### config.mk
export PLATFORM = sky130hd
export DESIGN_NAME = wdt_keyed
export DESIGN_NICKNAME = d
export VERILOG_FILES = /design/src/rtl/wdt_pkg.sv /design/src/rtl/wdt_regif.sv /design/src/rtl/wdt_keyseq.sv /design/src/rtl/wdt_prescale.sv /design/src/rtl/wdt_counter.sv /design/src/rtl/wdt_keyed.sv
export SDC_FILE = /design/constraint.sdc
export NUM_CORES = 1
export LEC_CHECK = 0
export ABC_AREA = 1
export BUFFER_PORTS_ARGS = -buffer_cell sky130_fd_sc_hd__clkbuf_2
export CORE_ASPECT_RATIO = 1.5
export CORE_MARGIN = 4
export CORE_UTILIZATION = 35
export DETAILED_ROUTE_END_ITERATION = 10
export GPL_TIMING_DRIVEN = 0
export HOLD_SLACK_MARGIN = 0.15
export RECOVER_POWER = 50
export SLEW_MARGIN = 20
export SYNTH_ARGS = -nofsm -noshare
export SYNTH_HDL_FRONTEND = slang
export SYNTH_SLANG_ARGS = --single-unit
### constraint.sdc
create_clock -name clk -period 2.2 [get_ports clk]
set_clock_uncertainty 0.1 [all_clocks]
set_input_delay 0.22 -clock clk [delete_from_list [all_inputs] [get_ports clk]]
set_output_delay 0.22 -clock clk [all_outputs]
set_load 0.01 [all_outputs]
### src/rtl/wdt_pkg.sv
package wdt_pkg;

  localparam logic [7:0] OFS_COUNT = 8'h28;
  localparam logic [7:0] OFS_LOAD  = 8'h2C;
  localparam logic [7:0] OFS_KEY   = 8'h48;
  localparam logic [7:0] OFS_FLAG  = 8'h54;

  localparam logic [31:0] KEY_STOP_A = 32'h0000_AAAA;
  localparam logic [31:0] KEY_STOP_B = 32'h0000_5555;
  localparam logic [31:0] KEY_RUN_A  = 32'h0000_BBBB;
  localparam logic [31:0] KEY_RUN_B  = 32'h0000_4444;

  typedef enum logic [1:0] {
    SEQ_IDLE      = 2'd0,
    SEQ_STOP_HALF = 2'd1,
    SEQ_RUN_HALF  = 2'd2
  } seq_t;

  typedef struct packed {
    logic wr_count;
    logic wr_load;
    logic wr_key;
    logic wr_flag;
    logic other;
  } strobe_t;

endpackage

### src/rtl/wdt_regif.sv
module wdt_regif
  import wdt_pkg::*;
#(
  parameter int ADDR_W = 8,
  parameter int DATA_W = 32
) (
  input  logic              clk,
  input  logic              rst_n,
  input  logic              bus_valid,
  output logic              bus_ready,
  input  logic              bus_we,
  input  logic [ADDR_W-1:0] bus_addr,
  input  logic [DATA_W-1:0] cur_count,
  input  logic [DATA_W-1:0] cur_load,
  input  logic              cur_run,
  input  logic              cur_flag,
  output strobe_t           stb,
  output logic              rsp_valid,
  output logic [DATA_W-1:0] rsp_data
);

  localparam logic [ADDR_W-1:0] A_COUNT = ADDR_W'(OFS_COUNT);
  localparam logic [ADDR_W-1:0] A_LOAD  = ADDR_W'(OFS_LOAD);
  localparam logic [ADDR_W-1:0] A_KEY   = ADDR_W'(OFS_KEY);
  localparam logic [ADDR_W-1:0] A_FLAG  = ADDR_W'(OFS_FLAG);

  logic              accept;
  logic              rd_fire;
  logic [DATA_W-1:0] rd_mux;

  assign bus_ready = 1'b1;
  assign accept    = bus_valid && bus_ready;
  assign rd_fire   = accept && !bus_we;

  always_comb begin
    stb          = '0;
    stb.wr_count = accept && bus_we && (bus_addr == A_COUNT);
    stb.wr_load  = accept && bus_we && (bus_addr == A_LOAD);
    stb.wr_key   = accept && bus_we && (bus_addr == A_KEY);
    stb.wr_flag  = accept && bus_we && (bus_addr == A_FLAG);
    stb.other    = accept && !stb.wr_key;
  end

  always_comb begin
    rd_mux = '0;
    unique case (bus_addr)
      A_COUNT: rd_mux = cur_count;
      A_LOAD:  rd_mux = cur_load;
      A_KEY:   rd_mux = DATA_W'(cur_run);
      A_FLAG:  rd_mux = DATA_W'(cur_flag);
      default: rd_mux = '0;
    endcase
  end

  always_ff @(posedge clk) begin
    if (!rst_n) begin
      rsp_valid <= 1'b0;
      rsp_data  <= '0;
    end else begin
      rsp_valid <= rd_fire;
      if (rd_fire) rsp_data <= rd_mux;
    end
  end

endmodule

### src/rtl/wdt_keyseq.sv
module wdt_keyseq
  import wdt_pkg::*;
#(
  parameter int DATA_W = 32
) (
  input  logic              clk,
  input  logic              rst_n,
  input  logic              wr_key,
  input  logic              other,
  input  logic [DATA_W-1:0] wdata,
  output logic              run
);

  localparam logic [DATA_W-1:0] K_SA = DATA_W'(KEY_STOP_A);
  localparam logic [DATA_W-1:0] K_SB = DATA_W'(KEY_STOP_B);
  localparam logic [DATA_W-1:0] K_RA = DATA_W'(KEY_RUN_A);
  localparam logic [DATA_W-1:0] K_RB = DATA_W'(KEY_RUN_B);

  seq_t seq_q, seq_d;
  logic run_d;

  always_comb begin
    seq_d = seq_q;
    run_d = run;
    if (wr_key) begin
      seq_d = SEQ_IDLE;
      if (wdata == K_SA) begin
        seq_d = SEQ_STOP_HALF;
      end else if (wdata == K_RA) begin
        seq_d = SEQ_RUN_HALF;
      end else if (wdata == K_SB && seq_q == SEQ_STOP_HALF) begin
        run_d = 1'b0;
      end else if (wdata == K_RB && seq_q == SEQ_RUN_HALF) begin
        run_d = 1'b1;
      end
    end else if (other) begin
      seq_d = SEQ_IDLE;
    end
  end

  always_ff @(posedge clk) begin
    if (!rst_n) begin
      seq_q <= SEQ_IDLE;
      run   <= 1'b0;
    end else begin
      seq_q <= seq_d;
      run   <= run_d;
    end
  end

endmodule

### src/rtl/wdt_prescale.sv
module wdt_prescale #(
  parameter int TICK_DIV = 2
) (
  input  logic clk,
  input  logic rst_n,
  input  logic run,
  input  logic ref_tick,
  output logic step
);

  generate
    if (TICK_DIV <= 1) begin : g_direct
      assign step = run && ref_tick;
    end else begin : g_div
      localparam int PW = $clog2(TICK_DIV);
      localparam logic [PW-1:0] LAST = PW'(TICK_DIV - 1);
      logic [PW-1:0] div_q;

      assign step = run && ref_tick && (div_q == LAST);

      always_ff @(posedge clk) begin
        if (!rst_n || !run) begin
          div_q <= '0;
        end else if (ref_tick) begin
          div_q <= (div_q == LAST) ? '0 : div_q + 1'b1;
        end
      end
    end
  endgenerate

endmodule

### src/rtl/wdt_counter.sv
module wdt_counter #(
  parameter int DATA_W = 32
) (
  input  logic              clk,
  input  logic              rst_n,
  input  logic              step,
  input  logic              wr_count,
  input  logic              wr_load,
  input  logic              wr_flag,
  input  logic [DATA_W-1:0] wdata,
  output logic [DATA_W-1:0] count,
  output logic [DATA_W-1:0] load,
  output logic              flag,
  output logic              bite
);

  localparam logic [DATA_W-1:0] ALL_ONES = '1;

  logic wrap;

  assign wrap = step && !wr_count && (count == ALL_ONES);

  always_ff @(posedge clk) begin
    if (!rst_n) begin
      count <= '0;
      load  <= '0;
      flag  <= 1'b0;
      bite  <= 1'b0;
    end else begin
      if (wr_count)  count <= wdata;
      else if (wrap) count <= load;
      else if (step) count <= count + 1'b1;

      if (wr_load) load <= wdata;

      if (wrap)                     flag <= 1'b1;
      else if (wr_flag && wdata[0]) flag <= 1'b0;

      bite <= wrap;
    end
  end

endmodule

### src/rtl/wdt_keyed.sv
module wdt_keyed
  import wdt_pkg::*;
#(
  parameter int ADDR_W   = 8,
  parameter int DATA_W   = 32,
  parameter int TICK_DIV = 2
) (
  input  logic              clk,
  input  logic              rst_n,
  input  logic              ref_tick,
  input  logic              bus_valid,
  output logic              bus_ready,
  input  logic              bus_we,
  input  logic [ADDR_W-1:0] bus_addr,
  input  logic [DATA_W-1:0] bus_wdata,
  output logic              rsp_valid,
  output logic [DATA_W-1:0] rsp_data,
  output logic              wdt_bite
);

  strobe_t           stb;
  logic              run_q;
  logic              step;
  logic              flag_q;
  logic [DATA_W-1:0] cnt_q;
  logic [DATA_W-1:0] load_q;

  wdt_regif #(.ADDR_W(ADDR_W), .DATA_W(DATA_W)) u_regif (
    .clk       (clk),
    .rst_n     (rst_n),
    .bus_valid (bus_valid),
    .bus_ready (bus_ready),
    .bus_we    (bus_we),
    .bus_addr  (bus_addr),
    .cur_count (cnt_q),
    .cur_load  (load_q),
    .cur_run   (run_q),
    .cur_flag  (flag_q),
    .stb       (stb),
    .rsp_valid (rsp_valid),
    .rsp_data  (rsp_data)
  );

  wdt_keyseq #(.DATA_W(DATA_W)) u_keyseq (
    .clk    (clk),
    .rst_n  (rst_n),
    .wr_key (stb.wr_key),
    .other  (stb.other),
    .wdata  (bus_wdata),
    .run    (run_q)
  );

  wdt_prescale #(.TICK_DIV(TICK_DIV)) u_prescale (
    .clk      (clk),
    .rst_n    (rst_n),
    .run      (run_q),
    .ref_tick (ref_tick),
    .step     (step)
  );

  wdt_counter #(.DATA_W(DATA_W)) u_counter (
    .clk      (clk),
    .rst_n    (rst_n),
    .step     (step),
    .wr_count (stb.wr_count),
    .wr_load  (stb.wr_load),
    .wr_flag  (stb.wr_flag),
    .wdata    (bus_wdata),
    .count    (cnt_q),
    .load     (load_q),
    .flag     (flag_q),
    .bite     (wdt_bite)
  );

endmodule

==> flow_summary_export.csv <==
group,metric,value,unit
logic_synthesis,syn_area,0.005949,mm2
logic_synthesis,synth_area_leaders,"dfxtp_1 35%, nand2_1 17%, inv_1 9.5%",
worst_setup_path,path_buf_inv,4,
logic_synthesis,synth.area.mux_share,0,%
drt,vias,6634,
logic_synthesis,synth.most_common_cell,"nand2_1",
floorplan,fp.dieArea,0.01919,mm2
placement,port_buffers,78,
finish,design_area,0.007258,mm2
sta,drv_slew,0,
floorplan,core_area,0.01676,mm2
sta,max_freq,479.1,MHz
placement,gp_congestion,0.9297,
placement,place_hpwl,16900,um
finish,area_growth,22.00,%
sta,timing.final.crit_share,94.88,%
clocking,cts_buffers,9,
worst_setup_path,crit_fanout,10,
finish,diodes,0,
power,p_total,0.003900,W
grt,grt_pass1_vias,6379,
sta,finalHoldViolations,0,
worst_setup_path,path_cells,"inv_1 -> nor2_1 -> inv_1 -> nand2_1 -> clkbuf_2 -> o21ai_0 -> nand3b_1 -> nand2_1 -> inv_1",
clocking,path_clk_slew,0.08,ns
grt,antenna_found_initial,0,
logic_synthesis,synth_top_family_by_area,"simple AND/OR/NAND/NOR gates",
clocking,cts.sinks,103,
grt,grt_usage,22.47,%
worst_setup_path,worstRegToRegCells,9,
drt,drt_wl_total,21850,um
grt,grt.overflow.total,0,
worst_hold_path,min_path_cells,3,
finish,nNetsFinal,1136,
sta,fin_crit,2.087,ns
logic_synthesis,yosysTopAreaCell,"dfxtp_1",
sta,tightest_slew,0.7207,ns
worst_hold_path,min_from,"bus_wdata[4]",
logic_synthesis,synthArstFlopShare,0,%
drt,antenna_left,0,
status,run_status,"complete, no violations",
floorplan,initial_utilization,35.49,%
logic_synthesis,synth_ff_type,"dfxtp_1",
power,power_density,537.3,mW/mm2
sta,final-setup-viol-count,0,
clocking,htreeDepth,3,
clocking,clockBufferDepth,2,
floorplan,placementRows,58,
drt,dr.pass1.iters,6,
floorplan,die_x,114.5,um
logic_synthesis,synth_top_cell_area_share,34.66,%
worst_setup_path,start_kind,"flop",
worst_setup_path,worst-r2r-setup-slack,0.11,ns
worst_hold_path,hold_class,"in2reg",
placement,placed_area,0.006603,mm2
sta,max_slew_margin,51.95,%
clocking,cts_root_buf,"clkbuf_16",
logic_synthesis,syn_avg_cell_area,6.165,um2
logic_synthesis,ys_warn_count,0,
worst_setup_path,path_class,"reg2reg",
floorplan,die_h,167.7,um
logic_synthesis,syn_inst,965,
sta,tns,0,ns
worst_setup_path,reg2reg_to,"u_counter.count[14]$_SDFFE_PN0P_",
logic_synthesis,synth.yosys.seq_area_share,34.66,%
drt,drt_iter0_markers,472,
logic_synthesis,synth_seq_cells,103,
power,p_leak,2.834,nW
worst_setup_path,cp_slowest_cell,"dfxtp_1",
logic_synthesis,yosys.area_share.simple,33.06,%
logic_synthesis,synth.distinct_cells,32,
worst_setup_path,cp_top_family,"simple AND/OR/NAND/NOR gates",
logic_synthesis,synth.top_cells.by_count,"262 x nand2_1, 150 x inv_1, 103 x dfxtp_1, 96 x nor2_1, 87 x a21oi_1",
worst_setup_path,cpMostUsedCell,"inv_1",
logic_synthesis,syn_nets,1011,
run,drv_cap,0,
drt,drc,0,
finish,drive_above_1_share,9.132,%
drt,avgRoutedWirePerCell,16.74,um
worst_setup_path,crit_arrival,2.25,ns
logic_synthesis,synthXorXnorAreaFrac,1.178,%
worst_setup_path,r2r-start,"u_keyseq.run$_SDFFE_PN0P_",
logic_synthesis,synth_fa_ha_area_share,0.2103,%
floorplan,num_io_pins,80,
clocking,cts_tree,"yes",
worst_setup_path,worstSetupEndpointType,"flop",
power,ir_worst_vdd,0.3393,mV
logic_synthesis,synth_edf_count,0,
grt,grt_pass1_wl,33480,um
grt,grt_max_degree,20,
clocking,clock_latency,0.36,ns
logic_synthesis,synth-compound-area-share,17.83,%
worst_setup_path,crit_required,2.36,ns
drt,via_per_inst,5.084,
worst_setup_path,max_stage_delay,0.36,ns
worst_setup_path,crit_cells,9,
worst_hold_path,holdPathEnd,"u_counter.load[4]$_SDFFE_PN0P_",
sta,rsz0062_at_grt,"no",
==> state kept, by name, indices dropped and copies added (netlist names) <==
signal	count
u_counter.count	32
u_counter.load	32
u_regif.rsp_data	32
u_keyseq.seq_q	2
u_counter.bite	1
u_counter.flag	1
u_keyseq.run	1
u_prescale.g_div.div_q	1
u_regif.rsp_valid	1
==> worst max-delay path by stage <==
| stage | to | slack [ns] | startpoint |
|---|---|---|---|
| detailed placement | u_counter.count[26]$_SDFFE_PN0P_ | 0.006 | u_counter.count[0]$_SDFFE_PN0P_ |
| CTS | u_counter.count[18]$_SDFFE_PN0P_ | 0.03 | u_counter.count[0]$_SDFFE_PN0P_ |
| global route | u_counter.count[14]$_SDFFE_PN0P_ | 0.008 | u_keyseq.run$_SDFFE_PN0P_ |
| floorplan | u_counter.count[30]$_SDFFE_PN0P_ | 0.43 | u_counter.count[0]$_SDFFE_PN0P_ |
| global placement | u_counter.count[26]$_SDFFE_PN0P_ | 0.03 | u_counter.count[0]$_SDFFE_PN0P_ |
| finish | u_counter.count[14]$_SDFFE_PN0P_ | 0.11 | u_keyseq.run$_SDFFE_PN0P_ |
==> metal layers <==
layer,routed length (um),track usage [%],up-vias
li1,-,-,3320
met1,8384,25.52,3043
met2,11320,40.61,220
met3,1215,2.639,51
met4,931,11.11,0
met5,0,0,-
==> worst min-delay path, delay by kind of cell <==
family                 cells  cell delay, ns
buffers and inverters      1            0.15
AOI/OAI and AO/OA          2            0.23
==> power breakdown <==
| group | total [W] | internal [W] | switching (W) |
|---|---|---|---|
| registers | 0.00186 | 0.00186 | 0.00000114 |
| logic | 0.000250 | 0.0000942 | 0.000156 |
| clock network | 0.00178 | 0.000948 | 0.000837 |
| total | 0.00390 | 0.00291 | 0.000994 |
==> timing repair <==
item                                   in CTS  in global routing
setup endpoints to repair                   1                 34
hold buffers                               32                  1
setup buffers                               0                  3
resized for setup                           1                 10
endpoints found under the hold margin      39                  1
==> kinds of logic (layout without fill, tap and decap cells) <==
logic type	count (synthesis)	count (layout)
DFF	103	103
adders and majority gates	1	1
buffers and inverters	194	324
other	1	1
and+or+nand+nor	456	456
AOI/OAI and AO/OA	202	202
xor gates and xnor gates	8	8
==> placed cells by master, fill, tap and decap left out, types with 2 or more instances in the layout <==
cell / netlist / layout
buf_6: 2 / 2
nor2_2: 2 / 3
o21ai_0: 71 / 69
dfxtp_1: 103 / 101
dlygate4sd3_1: 0 / 33
nand2_2: 5 / 6
a21oi_1: 87 / 87
nand2_1: 262 / 261
nor2_1: 96 / 95
nand3_1: 59 / 58
inv_1: 150 / 149
buf_4: 3 / 6
o22ai_1: 38 / 38
inv_2: 3 / 3
buf_2: 4 / 4
nor3_1: 3 / 3
nor2_8: 2 / 2
clkbuf_16: 0 / 9
nand4_1: 11 / 11
clkbuf_1: 27 / 62
nor2_4: 4 / 4
inv_8: 0 / 2
clkbuf_2: 2 / 44
xor2_1: 8 / 8
dfxtp_2: 0 / 2
nand3b_1: 8 / 8
o21ai_1: 5 / 7
buf_1: 2 / 2
==> layout make-up <==
class	count	area (um2)
fill	1851	9505
multi-input combinational	668	3127
sequential	103	2064
timing repair buffer	114	699.4
inverter	153	578.1
tap	210	262.8
clock buffer	10	239.0
buffer	41	201.4
clock inverter	6	86.33
==> through the flow <==
stage                     hold WS [ns]  utilization (%)  setup WS, ns  cells
after floorplan                 0.2493                -        0.4306    965
after global placement          0.3532            39.39       0.02989   1253
after detailed placement        0.3573            39.39      0.005629   1253
after CTS                       0.1664            43.24       0.02517   1301
after global routing            0.2280            43.30      0.008490   1305
final                           0.1812            43.30        0.1127   1305
No activity file was read; power rests on OpenSTA's default activity.
